[config.mk]
export PLATFORM = sky130hd
export DESIGN_NAME = sscmp_status_bank
export DESIGN_NICKNAME = d
export VERILOG_FILES = /design/src/rtl/sscmp_status_bank.sv
export SDC_FILE = /design/constraint.sdc
export NUM_CORES = 1
export LEC_CHECK = 0
export BUFFER_PORTS_ARGS = -buffer_cell sky130_fd_sc_hd__buf_2
export CAP_MARGIN = 25
export CORE_ASPECT_RATIO = 1.2
export CORE_MARGIN = 2
export CORE_UTILIZATION = 39
export DETAILED_ROUTE_END_ITERATION = 7
export GPL_ROUTABILITY_DRIVEN = 0
export PLACE_DENSITY_LB_ADDON = 0.1
export SLEW_MARGIN = 20
export SYNTH_ARGS = -nofsm -noshare
export SYNTH_HDL_FRONTEND = slang
export SYNTH_SLANG_ARGS = --single-unit
export TNS_END_PERCENT = 100
[constraint.sdc]
create_clock -name clk -period 1.9 [get_ports clk]
set_input_delay 0 -clock clk [delete_from_list [all_inputs] [get_ports clk]]
set_output_delay 0 -clock clk [all_outputs]
set_load 0.02 [all_outputs]
[src/rtl/sscmp_status_bank.sv]
module sscmp_status_bank #(
  parameter int         NUM_UNITS = 8,
  parameter logic [7:0] PCMP_MASK = 8'h00
) (
  input  logic                 clk,
  input  logic                 rst_n,
  input  logic [NUM_UNITS-1:0] match_i,
  input  logic                 paused_i,
  input  logic [1:0]           tu_state_i,
  input  logic                 acc_valid_i,
  input  logic                 acc_write_i,
  input  logic [3:0]           acc_crm_i,
  input  logic [63:0]          wr_data_i,
  output logic [63:0]          rd_data_o,
  output logic                 rd_valid_o,
  output logic                 undef_o,
  output logic [NUM_UNITS-1:0] match_o,
  output logic [NUM_UNITS-1:0] pending_o
);
  localparam int MAXU = 8;

  logic [NUM_UNITS-1:0] stat_q, pend_q;
  logic [MAXU-1:0]      stat_pad, pend_pad;
  logic [2:0]           idx;
  logic                 idx_ok, is_idle, rd_ok, wr_en, rd_en;
  logic [63:0]          word;

  assign idx     = acc_crm_i[2:0];
  assign idx_ok  = acc_crm_i[3] && (int'(idx) < NUM_UNITS);
  assign is_idle = (tu_state_i == 2'b00);
  assign rd_ok   = is_idle || (tu_state_i == 2'b01);
  assign wr_en   = acc_valid_i && acc_write_i && idx_ok && is_idle;
  assign rd_en   = acc_valid_i && !acc_write_i && idx_ok && rd_ok;

  for (genvar i = 0; i < NUM_UNITS; i++) begin : g_unit
    logic wr_hit;
    assign wr_hit = wr_en && (idx == 3'(i));

    always_ff @(posedge clk or negedge rst_n) begin
      if (!rst_n)                        stat_q[i] <= 1'b0;
      else if (match_i[i] && !paused_i)  stat_q[i] <= 1'b1;
      else if (wr_hit)                   stat_q[i] <= wr_data_i[31];
    end

    always_ff @(posedge clk or negedge rst_n) begin
      if (!rst_n)                        pend_q[i] <= 1'b0;
      else if (match_i[i] && paused_i)   pend_q[i] <= 1'b1;
      else if (wr_hit)                   pend_q[i] <= wr_data_i[30];
    end

    AST_STATUS_STICKY: assert property (@(posedge clk) disable iff (!rst_n)
      stat_q[i] && !wr_hit |=> stat_q[i]);
    AST_PEND_PAUSED: assert property (@(posedge clk) disable iff (!rst_n)
      match_i[i] && paused_i |=> pend_q[i]);
    AST_MATCH_WINS: assert property (@(posedge clk) disable iff (!rst_n)
      match_i[i] && !paused_i && wr_hit |=> stat_q[i]);
    AST_BUSY_WRITE_DROP: assert property (@(posedge clk) disable iff (!rst_n)
      acc_valid_i && acc_write_i && !is_idle && !match_i[i]
      |=> $stable(stat_q[i]) && $stable(pend_q[i]));
  end

  always_comb begin
    stat_pad = '0;
    pend_pad = '0;
    for (int i = 0; i < NUM_UNITS; i++) begin
      stat_pad[i] = stat_q[i];
      pend_pad[i] = pend_q[i];
    end
    word      = '0;
    word[31]  = stat_pad[idx];
    word[30]  = pend_pad[idx];
    word[3]   = PCMP_MASK[idx];
    word[0]   = 1'b1;
  end

  always_ff @(posedge clk or negedge rst_n) begin
    if (!rst_n) begin
      rd_valid_o <= 1'b0;
      rd_data_o  <= '0;
      undef_o    <= 1'b0;
    end else begin
      rd_valid_o <= rd_en;
      rd_data_o  <= rd_en ? word : 64'd0;
      undef_o    <= acc_valid_i && !idx_ok;
    end
  end

  assign match_o   = stat_q;
  assign pending_o = pend_q;

  AST_RSV_ZERO: assert property (@(posedge clk) disable iff (!rst_n)
    rd_data_o[63:32] == 32'd0 && rd_data_o[29:4] == 26'd0 && rd_data_o[2:1] == 2'd0);
  AST_INST_BIT: assert property (@(posedge clk) disable iff (!rst_n)
    rd_data_o[0] == rd_valid_o);
  AST_READ_STATE: assert property (@(posedge clk) disable iff (!rst_n)
    rd_valid_o |-> $past(rd_ok));
  AST_UNDEF_EXCL: assert property (@(posedge clk) disable iff (!rst_n)
    !(rd_valid_o && undef_o));
endmodule

[After elaboration in Yosys (flattened, before gate mapping)]
Memory sizes are Yosys's and may differ from the RTL's.
Cells that the tools add are included.
Storage, ports and cells
  flip-flop bits (word level): 50
  memory bits (read-only): 8
  input port bits: 83
  word-level logic and storage cells: 120
  memories kept: 1
Cells by class
  magnitude comparators: 1
  equality and inequality tests: 8
  mux-type cells: 38
  reductions and logical operators: 53
Memories
  (name not given): words 8, width 1, rd ports 1, clocked after Yosys merged registers in 0, write ports 0, RTL line 72  | word[3] = PCMP_MASK[idx];
Operator list (number)
  1-bit two-way mux: 35
  32-bit two-way mux: 1
  2-bit nonzero test: 16
  1-bit logical AND: 31
  3-bit equality test, second input constant: 4
  1-bit binary-select mux with 3-bit select: 2
  3-bit by 2-bit equality test with 1-bit output, second input constant: 2
  3-bit by 4-bit less-than comparator with 1-bit output, second input constant: 1
  3-bit by 1-bit equality test with 1-bit output, second input constant: 1
  1-bit logical NOT: 3
  3-bit logical NOT: 1
  2-bit by 1-bit equality test with 1-bit output, second input constant: 1
  2-bit logical NOT: 1
  1-bit logical OR: 1

[Logic depth before layout (Yosys ltp)]
  depth in word-level cells: 6
  depth in mapped cells: 4

[Worst setup path before layout]
OpenSTA, ideal clock, no wires.
  path type: register to register
  start: reg stat_q[6] (netlist: match_o[6])
  end: reg rd_data_o[31]
  setup time: 0.122 ns
  arrival: 1.048 ns
  data required time: 1.778 ns
  setup slack: 0.730 ns
  stages on the path, launching flop included: 4
  path buffers: 0
  period minus slack after synthesis: 1.170 ns
  cells stage by stage: dfrtp_1 > mux4_2 > nor2_1 > nor2_1
Between the ends
  longest elaborated chain between the ends: 3
RTL lines
  start: declaration: RTL line 22  | logic [NUM_UNITS-1:0] stat_q, pend_q;
  start signal: indexed assignment: RTL line 42  | else if (wr_hit) stat_q[i] <= wr_data_i[31];
  1-bit binary-select mux with 3-bit select: RTL line 70  | word[31] = stat_pad[idx];
  1-bit two-way mux (not written as such): RTL line 70
  32-bit two-way mux: RTL line 83  | rd_data_o <= rd_en ? word : 64'd0;
  end signal: assignment: RTL line 83
  end: declaration: RTL line 14  | output logic [63:0] rd_data_o,
Every way passes these cells. The select of a mux whose other input is x is not followed.
A chain may end at the register's enable or synchronous reset.

[Worst setup path in the final report]
  start: in acc_crm_i[3]
  end: reg pend_q[2] (netlist: pending_o[2])
Between the ends
  longest elaborated chain between the ends: 4
RTL lines
  start: declaration: RTL line 12  | input logic [3:0] acc_crm_i,
  1-bit logical AND (2 in a row): RTL line 32  | assign wr_en = acc_valid_i && acc_write_i && idx_ok && is_idle;
  1-bit logical AND: RTL line 37  | assign wr_hit = wr_en && (idx == 3'(i));
  2-bit nonzero test (no source line)
  end signal: indexed assignment: RTL line 48  | else if (wr_hit) pend_q[i] <= wr_data_i[30];
  end: declaration: RTL line 22
Every way passes these cells.

==> impl_metrics.json <==
{
  "outcome": "completed",
  "io_buffers": 41,
  "drv_slew": 0,
  "min_period_ns": 1.36,
  "cts_tree": "built",
  "synthTopCellsByArea": "dfrtp_1 (31%), buf_4 (29%), nand3_1 (5.0%)",
  "vias_per_cell": 4.60,
  "die_h_um": 74.5,
  "ios": 165,
  "grt_max_degree": 21,
  "synth_edf_count": 0,
  "drtIter0Drc": 49,
  "cts_buffer_depth": 2,
  "synthToLayoutAreaGrowth_pct": 8.98,
  "place_inst": 269,
  "drt-pass1-iter-count": 4,
  "cts_setup_buffers": 0,
  "multiInputGateArea_um2": 806,
  "cp.arrival_ns": 1.50,
  "async_flop_share_pct": 100,
  "fmax_mhz": 736,
  "wl_per_cell_um": 13.0,
  "yosysTopAreaCell": "dfrtp_1",
  "holdWs_ns": 0.000534,
  "drv_cap": 0,
  "rows": 25,
  "fill_cells": 418,
  "dr_wl_met2_um": 1910,
  "fin_tns_setup_ns": 0,
  "top_layer": "met4",
  "postCtsHoldBufs": 9,
  "seq_area_um2": 500,
  "cts_resized": 0,
  "period_share_pct": 71.5,
  "rsz0062_at_grt": "no",
  "yosysSeqAreaShare_pct": 31.0,
  "grt_use_total_pct": 15.6,
  "die_x_um": 62.8,
  "synth_seq_cells": 20,
  "fin_worst_skew_ns": 0.00542,
  "final_net_count": 312,
  "layout-drive-gt1-share_pct": 24.6,
  "initial_core_util_pct": 40.7,
  "core_area_um2": 3970,
  "crit_path_end_kind": "flop",
  "final_core_util_pct": 44.3,
  "setup_viol": 0,
  "yosysTopAreaCellShare_pct": 31.0,
  "die_area_um2": 4680,
  "critPathRequiredTime_ns": 2.04,
  "clockRootBuffer": "clkbuf_8",
  "dp_hpwl_um": 2760,
  "grt_pass1_wl_um": 5640,
  "n_antenna_cell": 0,
  "wl_um": 3660,
  "yosys_warnings": 0,
  "h-tree-depth": 1,
  "routed-wl-met3_um": 250,
  "antenna_found_initial": 0,
  "instances_no_fill": 282,
  "path_clk_slew_ns": 0.08,
  "route.detailed.drc": 0,
  "grt_pass1_vias": 1058,
  "grt-ovfl-total": 0,
  "synth_area_per_cell_um2": 8.79,
  "routed-via-count": 1297,
  "syn_area_um2": 1620,
  "postSynthCellCount": 184,
  "synth_flop_cell": "dfrtp_1",
  "crit_type": "in -> reg",
  "wl_met1_um": 1450,
  "ff2ff_setup_slack_ns": 0.73,
  "ir_worst_vdd_mv": 0.296,
  "cts_sinks": 20,
  "ant_nets": 0,
  "insertion_delay_ns": 0.26,
  "cp_max_fo": 8,
  "p_leak_nw": 0.790,
  "finalHoldViolations": 0,
  "power_density_nw_per_um2": 571,
  "start_kind": "primary input",
  "hp-class": "in -> reg",
  "synth_cell_types": 29,
  "cts_made_buffers": 3
}
-- critical path: stages --
cell	delay (ns)
dlygate4sd3_1	0.53
buf_2	0.15
nand4bb_1	0.40
o21ai_0	0.31
nand3_1	0.11
-- layout make-up --
| type | count | area share [%] |
|---|---|---|
| Multi-Input combinational cell | 145 | 45.7 |
| Sequential cell | 20 | 28.4 |
| Timing Repair Buffer | 51 | 17.2 |
| Tap cell | 54 | 3.84 |
| Clock buffer | 4 | 3.12 |
| Inverter | 8 | 1.70 |
-- kinds of logic after synthesis --
| logic type | share of synthesized area, % |
|---|---|
| buffers and inverters | 33.1 |
| AOI/OAI and AO/OA | 9.13 |
| and+or+nand+nor | 21.0 |
| DFF | 31.0 |
| muxes | 5.57 |
| other | 0.232 |
-- where the power goes --
group	switching, mW	internal [mW]
combinational	0.185	0.0536
sequential	0.00341	0.431
clock	0.148	0.185
-- final timing paths --
kind / from / depth (start not counted) / end
hold reg to reg: pending_o[0] / 2 / pending_o[0]
min in group asynchronous: rst_n / 2 / pending_o[0]
max in group asynchronous: rst_n / 2 / match_o[1]
setup reg to reg: match_o[6] / 3 / rd_data_o[31]
hold / removal: match_i[7] / 3 / pending_o[7]
setup / recovery: acc_crm_i[3] / 5 / pending_o[2]
-- synthesized netlist by cell type, drive strengths merged, types with 2 or more instances --
cell type and n:
nand3 16, o221ai 2, o22ai 8, nand4b 2
nand4bb 3, inv 8, mux2 4, o21ai 8
nor3 8, nand2 9, mux4 2, a21oi 8
clkbuf 6, nor2 4, dfrtp 20, and4b 2
buf 65, and4bb 3
-- stage by stage --
| stage | area (um2) | power (mW) | setup WS [ns] |
|---|---|---|---|
| 3_3_place_gp | 1620 | 0.664 | 0.737 |
| 5_1_grt | 1760 | 1.05 | 0.386 |
| 4_1_cts | 1760 | 1.01 | 0.596 |
| 3_5_place_dp | 1620 | 0.665 | 0.740 |
| 2_1_floorplan | 1840 | 0.706 | 0.730 |
| 6_report | 1760 | 1.01 | 0.541 |
-- flip-flops by register name (all words and copies together) (netlist names) --
name       cells
match_o        8
pending_o      8
rd_data_o      3
undef_o        1
-- layer usage --
layer | global-route usage, % | vias to the layer above
met2 | 28.0 | 67
met5 | 0 | -
li1 | - | 601
met4 | 5.93 | 0
met1 | 19.7 | 625
met3 | 1.82 | 4
-- cells in the final DEF (no fill, tap or decap), drive strengths merged --
cell / n
conb: 61
buf: 42
dfrtp: 20
nand3: 16
nand2: 9
dlygate4sd3: 9
inv: 8
a21oi: 8
o22ai: 8
nor3: 8
o21ai: 8
nor2: 4
clkbuf: 4
mux2: 4
nand4bb: 3
and4bb: 3
mux4: 2
o221ai: 2
nand4b: 2
and4b: 2
nand2b: 1
nor2b: 1
or4b: 1
nor4b: 1
nor4bb: 1
No activity file was read; power rests on OpenSTA's default activity.
